## src/rtl/sys_rst_pkg.sv

```systemverilog
package sys_rst_pkg;
  typedef struct packed {
    logic usb;
    logic wdt;
    logic lv;
    logic ext;
  } rst_src_t;

  localparam int unsigned SYNC_W = 3;
  localparam int unsigned SYNC_EXT = 0;
  localparam int unsigned SYNC_LV = 1;
  localparam int unsigned SYNC_USB = 2;
endpackage

```

## src/rtl/rst_sync2.sv

```systemverilog
module rst_sync2 #(
  parameter int unsigned WIDTH = 1,
  parameter logic [WIDTH-1:0] RST_VAL = '0
) (
  input  logic             clk_i,
  input  logic             rst_ni,
  input  logic [WIDTH-1:0] d_i,
  output logic [WIDTH-1:0] q_o
);
  for (genvar g = 0; g < WIDTH; g++) begin : g_bit
    logic s1_q, s2_q;
    always_ff @(posedge clk_i or negedge rst_ni) begin
      if (!rst_ni) begin
        s1_q <= RST_VAL[g];
        s2_q <= RST_VAL[g];
      end else begin
        s1_q <= d_i[g];
        s2_q <= s1_q;
      end
    end
    assign q_o[g] = s2_q;
  end
endmodule

```

## src/rtl/rst_qual_filter.sv

```systemverilog
// Qualifies a level after HOLD consecutive active cycles, then keeps it STRETCH cycles past release.
module rst_qual_filter #(
  parameter int unsigned HOLD = 4,
  parameter int unsigned STRETCH = 0
) (
  input  logic clk_i,
  input  logic rst_ni,
  input  logic act_i,
  output logic qual_o
);
  localparam int unsigned HW = $clog2(HOLD + 1) + 1;
  localparam int unsigned SW = $clog2(STRETCH + 2) + 1;
  localparam logic [HW-1:0] HOLD_M1 = HW'(HOLD - 1);
  localparam logic [HW-1:0] HOLD_C = HW'(HOLD);
  localparam logic [SW-1:0] STR_C = SW'(STRETCH);

  logic [HW-1:0] hold_q;
  logic [SW-1:0] str_q;
  logic qual_q, qual_d;

  always_comb begin
    if (act_i) qual_d = qual_q | (hold_q >= HOLD_M1);
    else       qual_d = qual_q & (str_q < STR_C);
  end

  always_ff @(posedge clk_i or negedge rst_ni) begin
    if (!rst_ni) begin
      hold_q <= '0;
      str_q  <= '0;
      qual_q <= 1'b0;
    end else begin
      qual_q <= qual_d;
      if (act_i) begin
        hold_q <= (hold_q == HOLD_C) ? hold_q : hold_q + 1'b1;
        str_q  <= '0;
      end else begin
        hold_q <= '0;
        str_q  <= (qual_q && str_q < STR_C) ? str_q + 1'b1 : '0;
      end
    end
  end

  assign qual_o = qual_q;

  // qualification only follows an active sample
  p_rise_needs_act_r2: assert property (@(posedge clk_i) disable iff (!rst_ni)
    $rose(qual_q) |-> $past(act_i));
  // stretch keeps the qualified level while counting
  p_stretch_hold_r5: assert property (@(posedge clk_i) disable iff (!rst_ni)
    (qual_q && !act_i && str_q < STR_C) |=> qual_q);
endmodule

```

## src/rtl/sys_rst_ctrl.sv

```systemverilog
module sys_rst_ctrl
  import sys_rst_pkg::*;
#(
  parameter int unsigned EXT_HOLD = 50000,
  parameter int unsigned LV_FILT = 50,
  parameter int unsigned LV_STRETCH = 500000,
  parameter int unsigned USB_SE0_CNT = 4,
  parameter int unsigned MIN_W = 4
) (
  input  logic clk_i,
  input  logic rst_ni,
  input  logic ext_rst_ni,
  input  logic lv_below_i,
  input  logic wdt_ovf_i,
  input  logic usb_se0_i,
  input  logic cfg_we_i,
  input  logic cfg_lvr_en_i,
  input  logic cfg_usb_en_i,
  input  logic usb_flag_clr_i,
  output logic lvr_en_o,
  output logic usb_en_o,
  output logic usb_flag_o,
  output logic sys_rst_no
);
  localparam int unsigned MW = $clog2(MIN_W + 1) + 1;
  localparam logic [MW-1:0] MIN_W_M1 = MW'(MIN_W - 1);
  localparam logic [SYNC_W-1:0] SYNC_RST = SYNC_W'(1) << SYNC_EXT;

  logic [SYNC_W-1:0] async_in, sync_out;
  logic ext_q, lv_q, usb_q, usb_q_d, usb_evt;
  logic lvr_en_q, usb_en_q, usb_flag_q;
  logic rst_act_q;
  logic [MW-1:0] wid_q;
  rst_src_t src, src_en;
  logic rst_any;

  always_comb begin
    async_in = '0;
    async_in[SYNC_EXT] = ext_rst_ni;
    async_in[SYNC_LV]  = lv_below_i;
    async_in[SYNC_USB] = usb_se0_i;
  end

  rst_sync2 #(.WIDTH(SYNC_W), .RST_VAL(SYNC_RST)) i_sync (
    .clk_i(clk_i), .rst_ni(rst_ni), .d_i(async_in), .q_o(sync_out)
  );

  rst_qual_filter #(.HOLD(EXT_HOLD), .STRETCH(0)) i_ext_filt (
    .clk_i(clk_i), .rst_ni(rst_ni), .act_i(~sync_out[SYNC_EXT]), .qual_o(ext_q)
  );

  // not gated by any core sleep state
  rst_qual_filter #(.HOLD(LV_FILT), .STRETCH(LV_STRETCH)) i_lv_filt (
    .clk_i(clk_i), .rst_ni(rst_ni), .act_i(sync_out[SYNC_LV]), .qual_o(lv_q)
  );

  rst_qual_filter #(.HOLD(USB_SE0_CNT), .STRETCH(0)) i_usb_filt (
    .clk_i(clk_i), .rst_ni(rst_ni), .act_i(sync_out[SYNC_USB]), .qual_o(usb_q)
  );

  assign usb_evt = usb_q & ~usb_q_d;

  // control bits only see power-on reset, never the system reset
  always_ff @(posedge clk_i or negedge rst_ni) begin
    if (!rst_ni) begin
      lvr_en_q   <= 1'b1;
      usb_en_q   <= 1'b0;
      usb_flag_q <= 1'b0;
      usb_q_d    <= 1'b0;
    end else begin
      usb_q_d <= usb_q;
      if (cfg_we_i) begin
        lvr_en_q <= cfg_lvr_en_i;
        usb_en_q <= cfg_usb_en_i;
      end
      if (usb_evt)             usb_flag_q <= 1'b1;
      else if (usb_flag_clr_i) usb_flag_q <= 1'b0;
    end
  end

  always_comb begin
    src.ext = ext_q;
    src.lv  = lv_q;
    src.wdt = wdt_ovf_i;
    src.usb = usb_evt;
    src_en  = '{usb: usb_en_q, wdt: 1'b1, lv: lvr_en_q, ext: 1'b1};
  end

  assign rst_any = |(src & src_en);

  always_ff @(posedge clk_i or negedge rst_ni) begin
    if (!rst_ni) begin
      rst_act_q <= 1'b1;
      wid_q     <= MIN_W_M1;
    end else begin
      rst_act_q <= rst_any || (wid_q != '0);
      if (rst_any)          wid_q <= MIN_W_M1;
      else if (wid_q != '0) wid_q <= wid_q - 1'b1;
    end
  end

  assign sys_rst_no = ~rst_act_q;
  assign lvr_en_o   = lvr_en_q;
  assign usb_en_o   = usb_en_q;
  assign usb_flag_o = usb_flag_q;

  p_wdt_to_rst_r7: assert property (@(posedge clk_i) disable iff (!rst_ni)
    wdt_ovf_i |=> !sys_rst_no);
  p_min_width_r7: assert property (@(posedge clk_i) disable iff (!rst_ni)
    $rose(rst_act_q) |=> rst_act_q);
  p_flag_sticky_r10: assert property (@(posedge clk_i) disable iff (!rst_ni)
    (usb_flag_q && !usb_flag_clr_i) |=> usb_flag_q);
  p_cfg_load_r6: assert property (@(posedge clk_i) disable iff (!rst_ni)
    cfg_we_i |=> (lvr_en_o == $past(cfg_lvr_en_i)));
  p_usb_dis_r9: assert property (@(posedge clk_i) disable iff (!rst_ni)
    (!rst_act_q && !ext_q && !(lv_q && lvr_en_q) && !wdt_ovf_i && !usb_en_q) |=> !rst_act_q);
endmodule

```

## config.mk

```make
export PLATFORM = sky130hd
export DESIGN_NAME = sys_rst_ctrl
export DESIGN_NICKNAME = d
export VERILOG_FILES = /design/src/rtl/sys_rst_pkg.sv /design/src/rtl/rst_sync2.sv /design/src/rtl/rst_qual_filter.sv /design/src/rtl/sys_rst_ctrl.sv
export SDC_FILE = /design/constraint.sdc
export NUM_CORES = 1
export LEC_CHECK = 0
export BUFFER_PORTS_ARGS = -buffer_cell sky130_fd_sc_hd__buf_4
export CELL_PAD_IN_SITES_DETAIL_PLACEMENT = 1
export CELL_PAD_IN_SITES_GLOBAL_PLACEMENT = 1
export CORE_ASPECT_RATIO = 0.6
export CORE_UTILIZATION = 49
export DETAILED_ROUTE_END_ITERATION = 10
export PLACE_DENSITY = 0.79
export RECOVER_POWER = 100
export SLEW_MARGIN = 20
export SYNTH_ARGS = -nofsm -noshare
export SYNTH_HDL_FRONTEND = slang
export SYNTH_HIERARCHICAL = 1
export SYNTH_SLANG_ARGS = --single-unit
```

## constraint.sdc

```tcl
create_clock -name clk_i -period 2.04 [get_ports clk_i]
set_clock_uncertainty 0.15 [all_clocks]
set_input_delay 0.408 -clock clk_i [delete_from_list [all_inputs] [get_ports clk_i]]
set_output_delay 0.408 -clock clk_i [all_outputs]
set_load 0.02 [all_outputs]
```

### Word level (Yosys, flattened, before mapping)

Cells that the tools add are included.

| word-level totals | value |
|---|---|
| output and inout port bits | 4 |
| logic and storage cells | 77 |
| input port bits | 10 |
| bits in registers | 70 |

| operators by class | value |
|---|---|
| $add $sub $neg | 7 |
| muxes and demuxes | 19 |
| eq/ne operators | 6 |
| $lt $le $gt $ge | 6 |
| bitwise logic cells | 10 |
| reductions and logical operators | 8 |

Operators with widths:

| kind | count |
|---|---|
| two-way mux 20 bit | 2 |
| two-way mux 17 bit | 2 |
| adder 20 x 1 -> 20 bit, second input constant | 1 |
| < comparator 20 x 19 -> 1 bit, second input constant | 1 |
| adder 17 x 1 -> 17 bit, second input constant | 1 |
| == test 17 x 16 -> 1 bit, second input constant | 1 |
| greater-or-equal comparator 17 x 16 -> 1 bit, second input constant | 1 |
| two-way mux 4 bit | 4 |
| two-way mux 7 bit | 2 |
| two-way mux 2 bit | 4 |
| adder 7 x 1 -> 7 bit, second input constant | 1 |
| == test 7 x 6 -> 1 bit, second input constant | 1 |
| greater-or-equal comparator 7 x 6 -> 1 bit, second input constant | 1 |
| inequality test 2 bit, second input constant | 3 |
| two-way mux 1 bit | 5 |
| adder 2 x 1 -> 2 bit, second input constant | 2 |
| adder 4 x 1 -> 4 bit, second input constant | 1 |
| AND 1 bit | 4 |
| AND 4 bit | 1 |
| == test 4 x 3 -> 1 bit, second input constant | 1 |
| greater-or-equal comparator 4 x 2 -> 1 bit, second input constant | 1 |
| < comparator 2 x 1 -> 1 bit, second input constant | 2 |
| nonzero test 2 bit | 2 |
| nonzero test 4 bit | 1 |
| 6 further kinds | 11 |

### Depth between registers and ports, before layout

| logic depth | value |
|---|---|
| depth after elaboration | 5 |
| gate-level depth with buffers | 6 |
| depth with buffers taken out | 6 |

### Cells and area by module

The synthesis kept the hierarchy.

By module, submodules not included:

| module | cells each | instances | area each (um^2) | seq. area each (um^2) |
|---|---|---|---|---|
| rst_qual_filter (i_lv_filt) | 138 | 1 | 1482.7 | 700.7 |
| rst_qual_filter (i_ext_filt) | 101 | 1 | 965.9 | 450.4 |
| sys_rst_ctrl | 33 | 1 | 424.2 | 230.2 |
| rst_qual_filter (i_usb_filt) | 24 | 1 | 262.8 | 125.1 |
| rst_sync2 | 9 | 1 | 175.2 | 152.6 |

### Least setup slack after synthesis

No wires, ideal clock.

| timing path | value |
|---|---|
| path kind | register to register |
| start point | register i_ext_filt.hold_q[4] |
| end point | register i_ext_filt.hold_q[15] |
| cell stages (with the launch flop) | 6 |
| setup time | 0.077 ns |
| data required time | 1.813 ns |
| arrival time | 1.541 ns |
| clock period less this slack | 1.769 ns |
| path slack | 0.271 ns |
| cell sequence | dfrtp_1 buf_2 nand4_4 or3_1 or4_1 a21oi_1 |

| between the ends | value |
|---|---|
| word-level cells in the longest chain between the ends | 3 |

Ends and longest elaborated chain:

| what | RTL line | source |
|---|---|---|
| start, declared | rst_qual_filter.sv:17 | `logic [HW-1:0] hold_q;` |
| start signal, assigned | rst_qual_filter.sv:34 | `hold_q <= (hold_q == HOLD_C) ? hold_q : hold_q + 1'b1;` |
| adder 17 x 1 -> 17 bit | rst_qual_filter.sv:34 |  |
| two-way mux 17 bit | rst_qual_filter.sv:34 |  |
| two-way mux 17 bit | rst_qual_filter.sv:33 | `if (act_i) begin` |

Parallel ways exist; a longest one is shown, timed or not. The select of a mux whose other input is x is not followed.
A chain may end at the register's enable or synchronous reset.

### Worst setup path in the final report

| timing path | value |
|---|---|
| start point | register i_lv_filt.str_q[7] |
| end point | register i_lv_filt.str_q[5] |

| between the ends | value |
|---|---|
| word-level cells in the longest chain between the ends | 4 |

Ends and longest elaborated chain:

| what | RTL line | source |
|---|---|---|
| start, declared | rst_qual_filter.sv:18 | `logic [SW-1:0] str_q;` |
| start signal, assigned | rst_qual_filter.sv:38 | `str_q <= (qual_q && str_q < STR_C) ? str_q + 1'b1 : '0;` |
| < comparator 20 x 19 -> 1 bit | rst_qual_filter.sv:38 |  |
| logical AND 1 bit | rst_qual_filter.sv:38 |  |
| two-way mux 20 bit | rst_qual_filter.sv:38 |  |
| two-way mux 20 bit | rst_qual_filter.sv:33 |  |

No other way between the ends.

==> metrics <==
outcome completed; final cell count without fillers 418; area of the mapped netlist 0.00331 mm²; Critical Path Sink Type flip-flop; clock tree root driver cell sky130_fd_sc_hd__clkbuf_8; syn avg cell area 10.9 µm²; critical-path maximum fanout 16; Max Cap Viol 0; max-slew violation total from the final report 0; master of the slowest instance on the critical path sky130_fd_sc_hd__o41ai_1; area leader, netlist sky130_fd_sc_hd__dfrtp_1; IR Drop Worst-Case VDD 0.480 mV; critical path data arrival time 2130 ps; GR Overflow Total 0; # resized after CTS 0; placed cells 398; worst slack at placement 88.5 ps; reported leakage power 0.00157 µW; unrepaired setup endpoints after global routing true; core footprint 0.00630 mm²; Die Wd 108 µm; highest cell delay on the worst timing path 450 ps; Final HPWL DP 5330 µm; via count of the first global-routing pass 2487; number of flops mapped to enable cells by yosys 0; final cycle utilization of the critical path 0.979; area share of the largest cell type after synthesis 0.454; fraction of the yosys area taken by sequential cells 0.501; transition time of the tightest slew-check pin 809 ps; Synthesized Nets 325; final worst slack 43.4 ps; critical path class flip-flop to flip-flop; final count of hold timing violations 0; count of cells along the worst register-to-register path 5; endpoint of the worst setup timing path i_lv_filt/str_q[5]; number of warnings reported in the yosys synthesis log 6; initial DRC count 99; pin count of the biggest net entering global routing 37; Hold Crit Class input port to flip-flop; Async S/R FF share, synth 1.00; DRC viols 0; final weighted congestion in routability-driven placement 0.775; via density per instance 5.60; start of the worst register-to-register path i_lv_filt/str_q[7]; Critical Path Start i_lv_filt/str_q[7]; proportion of layout cells with a drive suffix above 1 0.180; crit path time final 2000 ps; Slew Limit Headroom 0.461; count of input and output buffers 13; clock transition at the registers of the reported paths 70 ps; most repeated cell in the gate-level netlist after synthesis sky130_fd_sc_hd__dfrtp_1; CTS H-tree depth 3; Clock Latency Late Sink 350 ps; die outline area 0.00710 mm²; Post-Synthesis Cells 305; most common flop cell mapped by yosys sky130_fd_sc_hd__dfrtp_1; Fmax achieved 501 MHz; worst endpoint required time 2170 ps; Layout Nets 349; number of nets with antenna violations after routing 0; row count 22; reg-to-reg endpoint i_lv_filt/str_q[5]; Synth top cells by count sky130_fd_sc_hd__dfrtp_1, sky130_fd_sc_hd__nand2_1, sky130_fd_sc_hd__xnor2_1; num ports 14; post-layout instance area 0.00367 mm²; startpoint types flip-flop; Max Root-Sink Buffers 2; initial cell density of the core 0.525; growth of design area from synthesis to finish 10.8%; antenna violations before repair 0; power after layout 2620 µW; number of buffers inserted during clock tree synthesis 9; placed cell areas 0.00351 mm²; global-route wire length before repair 12500 µm; dominant cells by area after synthesis sky130_fd_sc_hd__dfrtp_1, sky130_fd_sc_hd__xnor2_1, sky130_fd_sc_hd__dfstp_2; list of cells traversed by the critical path o31a_1 > o41ai_1 > a21oi_2 > buf_12 > nor2_2; Die Ht 65.7 µm; global-route usage over all layers 0.243; # setup viols final 0; Reg2Reg Setup Slack 40 ps; average routed wire per standard cell 17.8 µm; count of inserted antenna diode cells 0; overall via count from detail_route 2340; setup total negative slack 0 ps; power per unit of standard cell area 713 mW/mm²; CTS tree done; Netlist cell types 53; number of clock sinks 66; post-synthesis sequential element count 66; final wirelength 7430 µm; number of detailed-route iterations in the first pass 4
[per-layer routing]
| layer | vias up | global-route usage | part of all wire |
|---|---|---|---|
| li1 | 1108 | - | - |
| met1 | 1194 | 0.325 | 0.49 |
| met2 | 29 | 0.370 | 0.46 |
| met3 | 9 | 0.0764 | 0.038 |
| met4 | 0 | 0.0925 | 0.013 |
| met5 | - | 0 | 0 |
[sequential cells by signal, summed over array words and instances, names as in the netlist, 3 cells and up]
register	count
i_ext_filt/hold_q	17
i_usb_filt/hold_q	4
i_lv_filt/str_q	20
i_sync/g_bit.s1_q	3
i_lv_filt/hold_q	7
wid_q	4
i_sync/g_bit.s2_q	3
[what timing repair did]
action,CTS,global route
endpoints found under the setup margin,0,3
endpoints found under the hold margin,30,0
buffers inserted,0,0
hold buffers,4,0
[power breakdown]
group | switching [µW] | internal, µW | leakage [µW] | total (µW)
logic | 139 | 105 | 0.000608 | 244
registers | 50.9 | 1370 | 0.000877 | 1430
clock network | 478 | 469 | 0.0000872 | 947
total | 667 | 1950 | 0.00157 | 2620
[cell usage in the layout (no fill, tap or decap), types with 3 or more instances in the layout]
cell type / n
sky130_fd_sc_hd__a21oi_1: 7
sky130_fd_sc_hd__clkinv_2: 3
sky130_fd_sc_hd__and4_1: 6
sky130_fd_sc_hd__or3_1: 4
sky130_fd_sc_hd__buf_4: 7
sky130_fd_sc_hd__xor2_1: 14
sky130_fd_sc_hd__nand2_1: 22
sky130_fd_sc_hd__ha_1: 10
sky130_fd_sc_hd__mux2_2: 3
sky130_fd_sc_hd__o31ai_1: 3
sky130_fd_sc_hd__dfrtp_1: 60
sky130_fd_sc_hd__nand3_1: 11
sky130_fd_sc_hd__clkbuf_4: 3
sky130_fd_sc_hd__and2_0: 3
sky130_fd_sc_hd__clkbuf_1: 8
sky130_fd_sc_hd__nand4_1: 12
sky130_fd_sc_hd__clkbuf_8: 10
sky130_fd_sc_hd__and3_1: 3
sky130_fd_sc_hd__nor2_1: 18
sky130_fd_sc_hd__dfstp_2: 5
sky130_fd_sc_hd__o21ai_0: 4
sky130_fd_sc_hd__mux2i_1: 5
sky130_fd_sc_hd__inv_1: 18
sky130_fd_sc_hd__nor2_2: 16
sky130_fd_sc_hd__nor4_1: 8
sky130_fd_sc_hd__a31oi_1: 3
sky130_fd_sc_hd__xnor2_1: 21
sky130_fd_sc_hd__dlygate4sd3_1: 4
sky130_fd_sc_hd__nor3_1: 6
[how the worst min path moves through the flow]
| stage | startpoint | endpoint | slack, ps | cells past startpoint |
|---|---|---|---|---|
| after detailed placement | i_sync/g_bit[2].s1_q | i_sync/g_bit[2].s2_q | 190 | 0 |
| after CTS | usb_flag_clr_i | usb_flag_o | 90 | 2 |
| after global placement | i_sync/g_bit[2].s1_q | i_sync/g_bit[2].s2_q | 180 | 0 |
| after floorplan | rst_ni | i_ext_filt/hold_q[0] | -40 | 0 |
| after global routing | usb_flag_clr_i | usb_flag_o | 110 | 2 |
| final | usb_flag_clr_i | usb_flag_o | 100 | 2 |
[critical path: cells and delay by family (launching register included)]
kind,cells,cell delay (ps)
AND/OR/NAND/NOR,1,120
flip-flops,1,430
buffers and inverters,1,220
AO/OA/AOI/OAI,3,1000
[area by class of cell]
type	instances	area [µm²]
Clock inverter	3	15.0
Tap cell	84	105
Timing Repair Buffer	22	179
Multi-Input combinational cell	212	1490
Inverter	18	67.6
Sequential cell	66	1660
Clock buffer	13	149
Fill cell	696	2640
[logic make-up after synthesis]
family / count (synthesis) / synth area share
DFF: 66 / 0.501
adders and majority gates: 10 / 0.0378
xor gates and xnor gates: 35 / 0.0926
and+or+nand+nor: 132 / 0.240
buffers and inverters: 27 / 0.0397
muxes: 8 / 0.0253
other: 1 / 0.00113
AOI/OAI and AO/OA: 26 / 0.0627
[metrics by stage]
step,utilization,hold slack (ps)
after global placement,0.557,183
final,0.582,101
after floorplan,-,-37.6
after CTS,0.590,86.5
after global routing,0.582,107
after detailed placement,0.557,186
No activity file was read; power rests on OpenSTA's default activity.
